## src/rtl/sif_pkg.sv

```systemverilog
package sif_pkg;
    typedef enum logic [1:0] {
        PH_IDLE = 2'd0,
        PH_CMD  = 2'd1,
        PH_WR   = 2'd2,
        PH_RD   = 2'd3
    } sif_phase_e;
endpackage

```

## src/rtl/sif_edge_cfg.sv

```systemverilog
module sif_edge_cfg (
    input  logic clk,
    input  logic rst_n,
    input  logic pd_i,
    input  logic en_i,
    input  logic sclk_i,
    input  logic din_i,
    output logic en_lvl_o,
    output logic en_rise_o,
    output logic samp_o,
    output logic launch_o,
    output logic din_o,
    output logic pd_o
);
    typedef struct packed {
        logic sclk_s;
        logic sclk_p;
        logic en_s;
        logic en_p;
        logic din_s;
        logic pd_s;
        logic cfg_vld;
        logic mode;     // 0: sample falling, 1: sample rising
    } edge_st_t;

    edge_st_t q, d;
    logic clk_rise, clk_fall, active;

    assign clk_rise  = q.sclk_s & ~q.sclk_p;
    assign clk_fall  = ~q.sclk_s & q.sclk_p;
    assign active    = q.cfg_vld & q.en_s & ~q.pd_s;
    assign en_rise_o = q.en_s & ~q.en_p & ~q.pd_s;
    assign en_lvl_o  = q.en_s;
    assign samp_o    = active & (q.mode ? clk_rise : clk_fall);
    assign launch_o  = active & (q.mode ? clk_fall : clk_rise);
    assign din_o     = q.din_s;
    assign pd_o      = q.pd_s;

    always_comb begin
        d        = q;
        d.sclk_s = sclk_i;
        d.sclk_p = q.sclk_s;
        d.en_s   = en_i;
        d.en_p   = q.en_s;
        d.din_s  = din_i;
        d.pd_s   = pd_i;
        if (q.pd_s) begin
            d.cfg_vld = 1'b0;
        end else if (en_rise_o && !q.cfg_vld) begin
            d.cfg_vld = 1'b1;
            d.mode    = q.sclk_s;
        end
    end

    always_ff @(posedge clk or negedge rst_n) begin
        if (!rst_n) q <= '0;
        else        q <= d;
    end

    logic cfg_vld_w, mode_w, pd_w;
    assign cfg_vld_w = q.cfg_vld;
    assign mode_w    = q.mode;
    assign pd_w      = q.pd_s;

    // once learned, the edge choice survives until power-down
    p_cfg_hold_r4: assert property (@(posedge clk) disable iff (!rst_n)
        (cfg_vld_w && !pd_w) |=> (cfg_vld_w && $stable(mode_w)));

    // power-down drops the learned configuration
    p_pd_clear_r12: assert property (@(posedge clk) disable iff (!rst_n)
        pd_w |=> !cfg_vld_w);
endmodule

```

## src/rtl/sif_regfile.sv

```systemverilog
module sif_regfile #(
    parameter int DATA_W   = 8,
    parameter int NUM_REGS = 16,
    parameter int ADDR_W   = 7
) (
    input  logic              clk,
    input  logic              rst_n,
    input  logic              we_i,
    input  logic [ADDR_W-1:0] waddr_i,
    input  logic [DATA_W-1:0] wdata_i,
    input  logic [ADDR_W-1:0] raddr_i,
    output logic [DATA_W-1:0] rdata_o
);
    localparam int IDX_W = (NUM_REGS > 1) ? $clog2(NUM_REGS) : 1;
    localparam logic [ADDR_W-1:0] TOP_ADDR = ADDR_W'(NUM_REGS - 1);

    logic [DATA_W-1:0] regs_q [NUM_REGS];
    logic [DATA_W-1:0] regs_d [NUM_REGS];

    always_comb begin
        regs_d = regs_q;
        if (we_i && (waddr_i <= TOP_ADDR))
            regs_d[waddr_i[IDX_W-1:0]] = wdata_i;
    end

    always_comb begin
        rdata_o = '0;
        if (raddr_i <= TOP_ADDR)
            rdata_o = regs_q[raddr_i[IDX_W-1:0]];
    end

    generate
        for (genvar g = 0; g < NUM_REGS; g++) begin : g_reg
            always_ff @(posedge clk or negedge rst_n) begin
                if (!rst_n) regs_q[g] <= '0;
                else        regs_q[g] <= regs_d[g];
            end
        end
    endgenerate
endmodule

```

## src/rtl/sif_xfer.sv

```systemverilog
module sif_xfer
    import sif_pkg::*;
#(
    parameter int DATA_W = 8,
    parameter int ADDR_W = 7
) (
    input  logic              clk,
    input  logic              rst_n,
    input  logic              pd_i,
    input  logic              en_lvl_i,
    input  logic              en_rise_i,
    input  logic              samp_i,
    input  logic              launch_i,
    input  logic              din_i,
    input  logic [DATA_W-1:0] rdata_i,
    output logic [ADDR_W-1:0] raddr_o,
    output logic              we_o,
    output logic [ADDR_W-1:0] waddr_o,
    output logic [DATA_W-1:0] wdata_o,
    output logic              dout_o,
    output logic              oe_o
);
    localparam int CNT_W = $clog2(DATA_W);
    localparam logic [CNT_W-1:0] LAST_BIT = CNT_W'(DATA_W - 1);

    typedef struct packed {
        sif_phase_e        phase;
        logic [DATA_W-2:0] sh;
        logic [CNT_W-1:0]  cnt;
        logic [ADDR_W-1:0] addr;
        logic [DATA_W-1:0] tx;
        logic [CNT_W-1:0]  txcnt;
        logic              dout;
        logic              oe;
    } xfer_st_t;

    xfer_st_t q, d;
    logic [ADDR_W-1:0] cmd_addr;

    assign cmd_addr = {q.sh[DATA_W-3:0], din_i};
    assign raddr_o  = (q.phase == PH_CMD) ? cmd_addr : q.addr + 1'b1;
    assign waddr_o  = q.addr;
    assign wdata_o  = {q.sh, din_i};
    assign dout_o   = q.dout;
    assign oe_o     = q.oe;

    always_comb begin
        d    = q;
        we_o = 1'b0;
        if (pd_i || !en_lvl_i) begin
            d.phase = PH_IDLE;
            d.oe    = 1'b0;
            d.cnt   = '0;
            d.txcnt = '0;
        end else if (en_rise_i) begin
            d.phase = PH_CMD;
            d.oe    = 1'b0;
            d.cnt   = '0;
            d.txcnt = '0;
        end else begin
            case (q.phase)
                PH_CMD: if (samp_i) begin
                    d.sh  = {q.sh[DATA_W-3:0], din_i};
                    d.cnt = q.cnt + 1'b1;
                    if (q.cnt == LAST_BIT) begin
                        d.cnt   = '0;
                        d.addr  = cmd_addr;
                        d.tx    = rdata_i;
                        d.phase = q.sh[DATA_W-2] ? PH_RD : PH_WR;
                    end
                end
                PH_WR: if (samp_i) begin
                    d.sh  = {q.sh[DATA_W-3:0], din_i};
                    d.cnt = q.cnt + 1'b1;
                    if (q.cnt == LAST_BIT) begin
                        we_o   = 1'b1;
                        d.cnt  = '0;
                        d.addr = q.addr + 1'b1;
                    end
                end
                PH_RD: if (launch_i) begin
                    d.oe   = 1'b1;
                    d.dout = q.tx[DATA_W-1];
                    if (q.txcnt == LAST_BIT) begin
                        d.txcnt = '0;
                        d.tx    = rdata_i;
                        d.addr  = q.addr + 1'b1;
                    end else begin
                        d.tx    = {q.tx[DATA_W-2:0], 1'b0};
                        d.txcnt = q.txcnt + 1'b1;
                    end
                end
                default: ;
            endcase
        end
    end

    always_ff @(posedge clk or negedge rst_n) begin
        if (!rst_n) q <= '0;
        else        q <= d;
    end

    logic in_rd;
    assign in_rd = (q.phase == PH_RD);

    // pad released once enable is seen low
    p_oe_off_r10: assert property (@(posedge clk) disable iff (!rst_n)
        !en_lvl_i |=> !oe_o);

    // never driving outside a read
    p_oe_wr_r10: assert property (@(posedge clk) disable iff (!rst_n)
        !in_rd |-> !oe_o);

    // data output only moves on a launch edge
    p_dout_launch_r8: assert property (@(posedge clk) disable iff (!rst_n)
        !launch_i |=> $stable(dout_o));

    // turnaround happens on a launch edge
    p_turn_r8: assert property (@(posedge clk) disable iff (!rst_n)
        $rose(oe_o) |-> $past(launch_i));
endmodule

```

## src/rtl/sif_slave.sv

```systemverilog
module sif_slave #(
    parameter int DATA_W   = 8,
    parameter int NUM_REGS = 16
) (
    input  logic clk,
    input  logic rst_n,
    input  logic pd_i,
    input  logic sif_en_i,
    input  logic sif_clk_i,
    input  logic sif_din_i,
    output logic sif_dout_o,
    output logic sif_oe_o
);
    localparam int ADDR_W = DATA_W - 1;

    logic              en_lvl, en_rise, samp, launch, din_s, pd_s, we;
    logic [ADDR_W-1:0] raddr, waddr;
    logic [DATA_W-1:0] rdata, wdata;

    sif_edge_cfg u_edge (
        .clk      (clk),
        .rst_n    (rst_n),
        .pd_i     (pd_i),
        .en_i     (sif_en_i),
        .sclk_i   (sif_clk_i),
        .din_i    (sif_din_i),
        .en_lvl_o (en_lvl),
        .en_rise_o(en_rise),
        .samp_o   (samp),
        .launch_o (launch),
        .din_o    (din_s),
        .pd_o     (pd_s)
    );

    sif_xfer #(.DATA_W(DATA_W), .ADDR_W(ADDR_W)) u_xfer (
        .clk      (clk),
        .rst_n    (rst_n),
        .pd_i     (pd_s),
        .en_lvl_i (en_lvl),
        .en_rise_i(en_rise),
        .samp_i   (samp),
        .launch_i (launch),
        .din_i    (din_s),
        .rdata_i  (rdata),
        .raddr_o  (raddr),
        .we_o     (we),
        .waddr_o  (waddr),
        .wdata_o  (wdata),
        .dout_o   (sif_dout_o),
        .oe_o     (sif_oe_o)
    );

    sif_regfile #(.DATA_W(DATA_W), .NUM_REGS(NUM_REGS), .ADDR_W(ADDR_W)) u_regs (
        .clk     (clk),
        .rst_n   (rst_n),
        .we_i    (we),
        .waddr_i (waddr),
        .wdata_i (wdata),
        .raddr_i (raddr),
        .rdata_o (rdata)
    );
endmodule

```

## config.mk

```make
export PLATFORM = sky130hd
export DESIGN_NAME = sif_slave
export DESIGN_NICKNAME = d
export VERILOG_FILES = /design/src/rtl/sif_pkg.sv /design/src/rtl/sif_edge_cfg.sv /design/src/rtl/sif_regfile.sv /design/src/rtl/sif_xfer.sv /design/src/rtl/sif_slave.sv
export SDC_FILE = /design/constraint.sdc
export NUM_CORES = 1
export LEC_CHECK = 0
export BUFFER_PORTS_ARGS = -buffer_cell sky130_fd_sc_hd__clkbuf_2
export CORE_MARGIN = 2
export CORE_UTILIZATION = 60
export DETAILED_ROUTE_END_ITERATION = 8
export PLACE_DENSITY = 0.76
export SETUP_SLACK_MARGIN = 0.02
export SKIP_CTS_REPAIR_TIMING = 1
export SYNTH_ARGS = -nofsm -noshare
export SYNTH_HDL_FRONTEND = slang
export SYNTH_SLANG_ARGS = --single-unit
export TNS_END_PERCENT = 10
```

## constraint.sdc

```tcl
create_clock -name clk -period 3.7 [get_ports clk]
set_clock_uncertainty 0.15 [all_clocks]
set_input_delay 0.555 -clock clk [delete_from_list [all_inputs] [get_ports clk]]
set_output_delay 0.555 -clock clk [all_outputs]
set_load 0.01 [all_outputs]
```

-- Word-level counts from Yosys, hierarchy flattened
Index checks and enable logic that the tools add are counted.
- logic and storage cells: 132
- input port bits: 6
- flip-flop bits (word level): 168
- add/sub/neg operators: 3
- mux-type cells: 39
- reductions and logical operators: 24
- bitwise operators: 16
- magnitude comparators: 5
- eq/ne operators: 13
- operators with widths (operator ; count):
    $bwmux W128 ; 1
    $bmux W8 S4 ; 1
    $demux W8 S4 ; 1
    $mux W8 ; 4
    $mux W27 ; 1
    $pmux W7 S3 ; 1
    $mux W20 ; 1
    $pmux W10 S2 ; 1
    $mux W18 ; 1
    $reduce_bool A3 Y1 ; 6
    $mux W17 ; 1
    $pmux W8 S2 ; 1
    $le A7 B4 Y1 const B ; 2
    $mux W7 ; 2
    $mux W3 ; 4
    $mux W1 ; 11
    $mux W11 ; 1
    $ge A5 B5 Y1 const B ; 2
    $mux W10 ; 1
    $mux W2 ; 5
    $ne A2 B2 Y1 const B ; 5
    $not A4 Y5 ; 2
    $reduce_and A9 Y1 ; 1
    $and A1 B1 Y1 ; 8
    21 further kinds ; 36

-- Longest topological paths before layout
Gate-level depths: netlist of run 1.
- depth after elaboration: 12
- mapped depth: 11
- mapped depth without buffers: 9

-- Modules after synthesis
From an unflattened synthesis of run 1, not the netlist that was laid out.
- cell total of the unflattened synthesis: 596
- area, all modules: 8109.0 µm²
- modules (own cells, without submodules) (module ; area each (µm²) ; times used ; sequential area each (µm²) ; cells an instance):
    sif_regfile ; 5888.1 ; 1 ; 3203.1 ; 381
    sif_xfer ; 1921.8 ; 1 ; 800.8 ; 194
    sif_edge_cfg ; 299.0 ; 1 ; 200.2 ; 21

-- Least setup slack after synthesis of run 1
Ideal clock, no wire load.
- path kind: flip-flop to flip-flop
- start: reg u_edge.q (netlist bit u_edge.d[6])
- end: reg u_regs.regs_q[16] (netlist name)
- setup time: 125 ps
- path buffers: 2
- setup slack: 1000 ps
- arrival time: 2425 ps
- clock period less this slack: 2700 ps
- cell stages (with the launch flop): 10
- cell sequence: dfrtp_1 or3b_1 a211o_1 nor4_2 a21boi_2 and2_1 buf_6 and3_4 buf_12 mux2_4
- longest elaborated chain between the ends: 9
- ends and longest elaborated chain (item ; line ; RTL):
    start, declared ; sif_edge_cfg.sv:26 ; edge_st_t q, d;
    start signal, assigned ; sif_edge_cfg.sv:56 ; if (!rst_n) q <= '0;
    start signal, assigned ; sif_edge_cfg.sv:57 ; else q <= d;
    $not A1 Y1 ; sif_edge_cfg.sv:30 ; assign clk_fall = ~q.sclk_s & q.sclk_p;
    $and A1 B1 Y1 ; sif_edge_cfg.sv:30 ;
    $mux W1 * ; sif_edge_cfg.sv:34 ; assign samp_o = active & (q.mode ? clk_rise : clk_fall);
    $and A1 B1 Y1 * ; sif_edge_cfg.sv:34 ;
    $mux W1 * ; sif_xfer.sv:72 ; PH_WR: if (samp_i) begin
    $mux W1 * ; sif_xfer.sv:61 ; case (q.phase)
    $mux W1 * ; sif_xfer.sv:55 ; end else if (en_rise_i) begin
    $mux W1 * ; sif_xfer.sv:50 ; if (pd_i || !en_lvl_i) begin
    $logic_and A1 B1 Y1 * ; sif_regfile.sv:22 ; if (we_i && (waddr_i <= TOP_ADDR))
    end signal, assigned by index ; sif_regfile.sv:36 ; else regs_q[g] <= regs_d[g];
    end, declared ; sif_regfile.sv:17 ; logic [DATA_W-1:0] regs_q [NUM_REGS];
Every way passes the cells marked *; elsewhere a longest branch is shown, timed or not.
A chain may end at the register's enable or synchronous reset.

-- Worst setup path in the final report of run 1
- start: reg u_xfer.q[20] (netlist name)
- end: reg u_xfer.q[6] (netlist name)
- longest elaborated chain between the ends: 3
- ends and longest elaborated chain (item ; line ; RTL):
    start, declared ; sif_xfer.sv:37 ; xfer_st_t q, d;
    start signal, assigned ; sif_xfer.sv:99 ; if (!rst_n) q <= '0;
    start signal, assigned ; sif_xfer.sv:100 ; else q <= d;
    $eq A3 B3 Y1 ; sif_xfer.sv:65 ; if (q.cnt == LAST_BIT) begin
    $ne A2 B2 Y1 (no line) ; -- ;
    $reduce_and A6 Y1 (no line) ; -- ;
No other way between the ends.

==> results of run 1 <==
[power groups by stage]
stage,registers (mW),clock network [mW],logic [mW]
5_1_grt,1.85,1.90,0.113
2_1_floorplan,1.88,0,0.0416
3_5_place_dp,1.89,0,0.101
4_1_cts,1.85,1.81,0.102
3_3_place_gp,1.89,0,0.0988
6_report,1.85,1.80,0.100
[final cells by class]
class | count | area (µm²)
Clock buffer | 18 | 429
Clock inverter | 14 | 159
Fill cell | 988 | 4470
Inverter | 7 | 26.3
Multi-Input combinational cell | 427 | 3720
Sequential cell | 168 | 4200
Tap cell | 176 | 220
Timing Repair Buffer | 21 | 171
[synthesized netlist by cell type (2+ instances only)]
cell type / count / share of area [%]
dfrtp_1: 168 / 51
mux2_2: 123 / 17
o21ai_0: 37 / 2.2
nand2_1: 32 / 1.4
mux2_4: 24 / 4.3
clkbuf_1: 22 / 0.99
a21oi_1: 19 / 1.1
nor3_1: 18 / 1.1
nor2_1: 17 / 0.77
mux2i_1: 15 / 1.8
a222oi_1: 13 / 1.6
nand2_2: 13 / 0.98
mux4_2: 11 / 3.0
a22oi_1: 10 / 0.90
ha_1: 8 / 1.2
nand3_1: 8 / 0.48
buf_2: 7 / 0.42
inv_1: 7 / 0.32
a211oi_1: 6 / 0.54
nor2b_1: 6 / 0.45
o21ai_1: 5 / 0.30
a21o_1: 4 / 0.36
a31oi_1: 4 / 0.30
clkbuf_8: 4 / 0.66
nand2b_1: 4 / 0.30
nand3b_1: 4 / 0.36
a221oi_1: 3 / 0.32
and2_1: 3 / 0.23
and3_4: 3 / 0.41
buf_12: 3 / 0.72
buf_6: 3 / 0.41
dlygate4sd3_1: 3 / 0.36
nand4_1: 3 / 0.23
and3_1: 2 / 0.15
buf_1: 2 / 0.090
o2bb2ai_1: 2 / 0.21
o31ai_1: 2 / 0.18
[sequential cells by signal (all words and copies together) (netlist names)]
register          flops
u_edge.pd_o           1
u_edge.mode_w         1
u_edge.en_lvl_o       1
u_xfer.oe_o           1
u_xfer.waddr_o        7
u_edge.q              2
u_xfer.dout_o         1
u_xfer.wdata_o        7
u_regs.regs_q       128
u_xfer.q             16
u_edge.cfg_vld_w      1
u_edge.din_o          1
u_edge.d              1
[logic make-up after synthesis]
family,synth area share [%]
xor+xnor,0.105
mux,25.9
buf+inv,4.61
fa+ha+maj,1.20
simple gates,8.06
flops,50.6
compound gates,9.49
[worst max-delay path by stage]
stage | from | endpoint | slack [ns] | depth (start not counted)
finish | u_xfer.q[20]$_DFFE_PN0P_ | u_xfer.q[6]$_DFFE_PN0P_ | 0.52 | 9
global route | u_xfer.q[20]$_DFFE_PN0P_ | u_xfer.q[9]$_DFFE_PN0P_ | 0.38 | 9
CTS | u_xfer.q[20]$_DFFE_PN0P_ | u_regs.regs_q[19]$_DFFE_PN0P_ | 0.57 | 9
detailed placement | u_xfer.q[20]$_DFFE_PN0P_ | u_regs.regs_q[19]$_DFFE_PN0P_ | 0.59 | 9
global placement | u_xfer.q[20]$_DFFE_PN0P_ | u_regs.regs_q[17]$_DFFE_PN0P_ | 0.68 | 9
floorplan | u_edge.d[6]$_DFF_PN0_ | u_regs.regs_q[16]$_DFFE_PN0P_ | 1.0 | 9
[through the flow]
stage	std cells	hold WS (ns)	utilization [%]	setup slack [ns]	instance area [µm²]
after floorplan	649	0.109	-	1.00	8310
after global placement	799	0.286	62.3	0.682	8340
after detailed placement	799	0.299	62.3	0.589	8340
after CTS	831	0.0507	66.6	0.569	8930
after global routing	831	0.0615	66.6	0.376	8930
final	831	0.00297	66.6	0.516	8930
[routing by layer]
layer / track usage (%) / up-vias / share of wire [%]
li1: - / 2381 / -
met1: 37.9 / 2875 / 43
met2: 46.9 / 237 / 48
met3: 6.88 / 43 / 6.0
met4: 11.6 / 0 / 3.1
met5: 0 / - / 0
[worst reg2reg max path: cells and delay by family, from the launching register on]
kind,cells,cell delay [ns]
simple gates,2,1.24
buf+inv,1,0.11
fa+ha+maj,2,0.43
mux,1,0.17
flops,1,0.37
compound gates,3,0.64
==> flow_metrics.env, run 1 <==
export IMPL_max_freq_ghz=0.314
export IMPL_cp_cell_sequence="ha_1 > ha_1 > inv_1 > a211o_1 > mux2i_1 > nand4_1 > nor3_1 > a22oi_1 > o21ai_0"
export IMPL_fin_total_pwr_mw=3.76
export IMPL_p_sw_share_pct=23.4
export IMPL_crit_buf_inv=1
export IMPL_layout_cells_most_common="dfrtp_1"
export IMPL_syn_inst=649
export IMPL_synth_seq_area_share_pct=50.6
export IMPL_p_int_mw=2.88
export IMPL_ant_nets=0
export IMPL_first_iter_violations=573
export IMPL_syn_num_nets=663
export IMPL_fp_dieH_um=122
export IMPL_critPathKind="flop to flop"
export IMPL_cap_violations=0
export IMPL_post_synth_cell_area_avg_um2=12.8
export IMPL_cp_end_kind="flop"
export IMPL_relSlewSlack_pct=41.0
export IMPL_worst_path_max_fanout=11
export IMPL_crit_arrival_ns=3.39
export IMPL_route_detailed_drc=0
export IMPL_cts_made_buffers=17
export IMPL_yosys_warnings=0
export IMPL_status="finished clean"
export IMPL_netlist_cell_type_count=68
export IMPL_n_antenna_cell=0
export IMPL_synth_edf_count=0
export IMPL_coreArea_um2=13400
export IMPL_grt_max_degree=81
export IMPL_grt_remaining_overflow=0
export IMPL_grt_usage_pct=28.9
export IMPL_setup_viol=0
export IMPL_rr_worst_depth=9
export IMPL_ys_flop_type="dfrtp_1"
export IMPL_cpPeakStageDelay_ns=0.81
export IMPL_reg2reg_from="u_xfer.q[20]$_DFFE_PN0P_"
export IMPL_insertion_delay_ns=0.45
export IMPL_slew_violations=0
export IMPL_cts_sinks=168
export IMPL_finalHoldViolations=0
export IMPL_hpwl_um=12900
export IMPL_grt_pass1_wl_um=31500
export IMPL_ys_ff_latch=168
export IMPL_cpMostUsedCell="ha_1"
export IMPL_critPathLaunchType="flop"
export IMPL_gp_congestion=0.984
export IMPL_reg2reg_slack_ns=0.52
export IMPL_r2r_end="u_xfer.q[6]$_DFFE_PN0P_"
export IMPL_period_needed_ns=3.18
export IMPL_fin_crit_sh_pct=86.1
export IMPL_combPwrFrac_pct=2.7
export IMPL_antenna_found_initial=0
export IMPL_port_buffers=7
export IMPL_rsz0062_at_grt="no"
export IMPL_tightest_slew_ns=0.884
export IMPL_worst_ep_required_time_ns=3.90
export IMPL_clk_pin_slew_ns=0.06
export IMPL_fp_row_count=42
export IMPL_crit_slowest_cell="nor3_1"
export IMPL_p_clk_share_pct=48.0
export IMPL_htreeDepth=4
export IMPL_vias_per_cell=6.66
export IMPL_syn_cell_area_um2=8310
export IMPL_cts_tree="built"
export IMPL_grt_pass1_vias=5585
export IMPL_powerDensity_nw_per_um2=420
export IMPL_io_pin_count=8
export IMPL_wl_per_cell_um=24.2
export IMPL_peakVddDrop_uv=426
export IMPL_async_flop_share_pct=100
export IMPL_area_growth_pct=7.50
export IMPL_die_area_um2=14800
export IMPL_seq_power_share_pct=49.3
export IMPL_cts_root_buf="clkbuf_16"
export IMPL_vias=5536
export IMPL_final_cell_mix="168 x dfrtp_1, 123 x mux2_2, 37 x o21ai_0"
export IMPL_min_path_type="primary input to asynchronous set/reset pin"
export IMPL_final_layout_size_suffix_gt1_share_pct=35.7
export IMPL_totalWireLength_um=20100
export IMPL_dieWidth_um=122
export IMPL_ctsLongestPathBuffers=2
export IMPL_leakagePower_nw=4.11
export IMPL_tns_ns=0
export IMPL_crit_family="simple AND/OR/NAND/NOR gates"
export IMPL_nets=656
export IMPL_switchingPower_uw=879
export IMPL_drt_first_pass_iters=7
export IMPL_initial_core_util_pct=62.0
(Power assumes the default switching activity.)
==> inputs of run 2 (changes only) <==
--- a/config.mk
+++ b/config.mk
@@ -6,7 +6,7 @@
 export NUM_CORES = 1
 export LEC_CHECK = 0
 export BUFFER_PORTS_ARGS = -buffer_cell sky130_fd_sc_hd__clkbuf_2
-export CORE_MARGIN = 2
+export CORE_MARGIN = 3
 export CORE_UTILIZATION = 60
 export DETAILED_ROUTE_END_ITERATION = 8
 export PLACE_DENSITY = 0.76
==> run 2 against run 1 <==
Net effect: the run now ends with hold timing left; setup slack improved by 0.082 ns; non-clock buffer count unchanged; sequential share of layout area decreased by 0.22 points; cell count decreased by 0.12%; utilization increased by 0.32 points; clock power increased by 8%; maximum frequency increased by 2.7%; sequential power about the same; flip-flop and latch count unchanged; total power increased by 3.7%; highest routed layer unchanged.
==> flow_metrics.env, run 2 (synthesis results as in run 1) <==
export IMPL_status="finished with violations"
export IMPL_violations="hold timing"
export IMPL_hpwl_um=12400
export IMPL_grt_remaining_overflow=0
export IMPL_slew_violations=0
export IMPL_pre_cts_ws_ns=0.585
export IMPL_critPathLaunchType="flop"
export IMPL_final_layout_size_suffix_gt1_share_pct=35.5
export IMPL_nFillCells=968
export IMPL_initial_core_util_pct=62.0
export IMPL_nets=656
export IMPL_grt_max_degree=78
export IMPL_tns_ns=0
export IMPL_rsz0062_at_grt="no"
export IMPL_gp_congestion=0.959
export IMPL_cts_tree="built"
export IMPL_cts_made_buffers=17
export IMPL_grt_pass1_wl_um=30900
export IMPL_ctsLongestPathBuffers=2
export IMPL_relSlewSlack_pct=41.3
export IMPL_htreeDepth=4
export IMPL_min_path_type="primary input to asynchronous set/reset pin"
export IMPL_reg_top3="u_regs.regs_q x128, u_xfer.q x16"
export IMPL_max_freq_ghz=0.322
export IMPL_r2r_end="u_xfer.q[10]$_DFFE_PN0P_"
export IMPL_vias_per_cell=6.49
export IMPL_wl_per_cell_um=23.2
export IMPL_cts_root_buf="clkbuf_16"
export IMPL_ant_nets=0
export IMPL_largest_reg_flops=128
export IMPL_fin_crit_sh_pct=83.8
export IMPL_fp_row_count=42
export IMPL_fp_dieH_um=124
export IMPL_reg2reg_from="u_xfer.waddr_o[0]$_DFFE_PN0P_"
export IMPL_whs_ns=-0.0109
export IMPL_clk_pin_slew_ns=0.07
export IMPL_finalHoldViolations=11
export IMPL_period_needed_ns=3.10
export IMPL_io_pin_count=8
export IMPL_cts_sinks=168
export IMPL_reg2reg_slack_ns=0.60
export IMPL_final_cell_mix="168 x dfrtp_1, 123 x mux2_2, 37 x o21ai_0"
export IMPL_grt_usage_pct=27.1
export IMPL_layout_cells_most_common="dfrtp_1"
export IMPL_area_growth_pct=8.01
export IMPL_drt_first_pass_iters=5
export IMPL_n_antenna_cell=0
export IMPL_totalWireLength_um=19300
export IMPL_worst_path_max_fanout=21
export IMPL_setup_slack_ns=0.598
export IMPL_vias=5389
export IMPL_critPathKind="flop to flop"
export IMPL_coreArea_um2=13400
export IMPL_die_area_um2=15300
export IMPL_insertion_delay_ns=0.42
export IMPL_cp_end_kind="flop"
export IMPL_first_iter_violations=652
export IMPL_worst_ep_required_time_ns=3.84
export IMPL_rr_worst_depth=9
export IMPL_setup_viol=0
export IMPL_leakagePower_nw=4.13
export IMPL_route_detailed_drc=0
export IMPL_antenna_found_initial=0
export IMPL_tightest_slew_ns=0.881
export IMPL_dieWidth_um=124
export IMPL_powerDensity_nw_per_um2=434
export IMPL_peakVddDrop_uv=320
export IMPL_top_register="u_regs.regs_q"
export IMPL_crit_arrival_ns=3.24
export IMPL_port_buffers=7
export IMPL_grt_pass1_vias=5488
export IMPL_cap_violations=0
run 2: cell type report:
class | count | area, µm² | area share [%]
flip-flops and latches | 168 | 4200 | 46.8
multi-input cells | 427 | 3720 | 41.5
clock buffers | 20 | 447 | 4.98
well taps | 176 | 220 | 2.45
clock inverters | 11 | 196 | 2.19
repair buffers | 21 | 159 | 1.77
inverters | 7 | 26.3 | 0.293
run 2: worst max-delay path by stage:
stage / start / depth (start not counted) / slack, ns / endpoint
after floorplan: u_edge.d[6]$_DFF_PN0_ / 9 / 1.0 / u_regs.regs_q[16]$_DFFE_PN0P_
after global placement: u_xfer.q[20]$_DFFE_PN0P_ / 9 / 0.68 / u_regs.regs_q[16]$_DFFE_PN0P_
after detailed placement: u_xfer.waddr_o[0]$_DFFE_PN0P_ / 9 / 0.59 / u_xfer.q[10]$_DFFE_PN0P_
after CTS: u_xfer.waddr_o[0]$_DFFE_PN0P_ / 9 / 0.58 / u_xfer.q[10]$_DFFE_PN0P_
after global routing: u_xfer.q[20]$_DFFE_PN0P_ / 9 / 0.34 / u_xfer.q[6]$_DFFE_PN0P_
final: u_xfer.waddr_o[0]$_DFFE_PN0P_ / 9 / 0.60 / u_xfer.q[10]$_DFFE_PN0P_
run 2: metal layers:
layer	GRT usage (%)	up-vias	routed length (µm)	part of all wire, %
met5	0	-	0	0
met3	6.63	45	1010	5.2
met2	42.1	186	9190	48
met1	37.3	2774	8470	44
met4	10.0	0	578	3.0
li1	-	2384	-	-
run 2: stage by stage:
step	cells	power, mW	area [µm²]	utilization (%)
floorplan	649	1.93	8310	-
global placement	799	1.98	8330	62.2
detailed placement	799	1.99	8330	62.2
CTS	830	3.92	8970	67.0
global route	830	4.01	8970	67.0
finish	830	3.89	8970	67.0
run 2: power breakdown:
| group | total (mW) | internal, mW | switching, mW |
|---|---|---|---|
| registers | 1.85 | 1.84 | 0.00925 |
| clock network | 1.94 | 1.22 | 0.726 |
| logic | 0.0974 | 0.0242 | 0.0732 |
run 2: worst max-delay path, cell delays in order, from the launching register on:
cell and delay [ns]:
dfrtp_1 0.52, inv_1 0.16, ha_1 0.38, mux2_1 0.36, buf_4 0.25, mux2_2 0.30
a222oi_1 0.34, mux2i_1 0.20, o21ai_0 0.19, o21ai_0 0.10
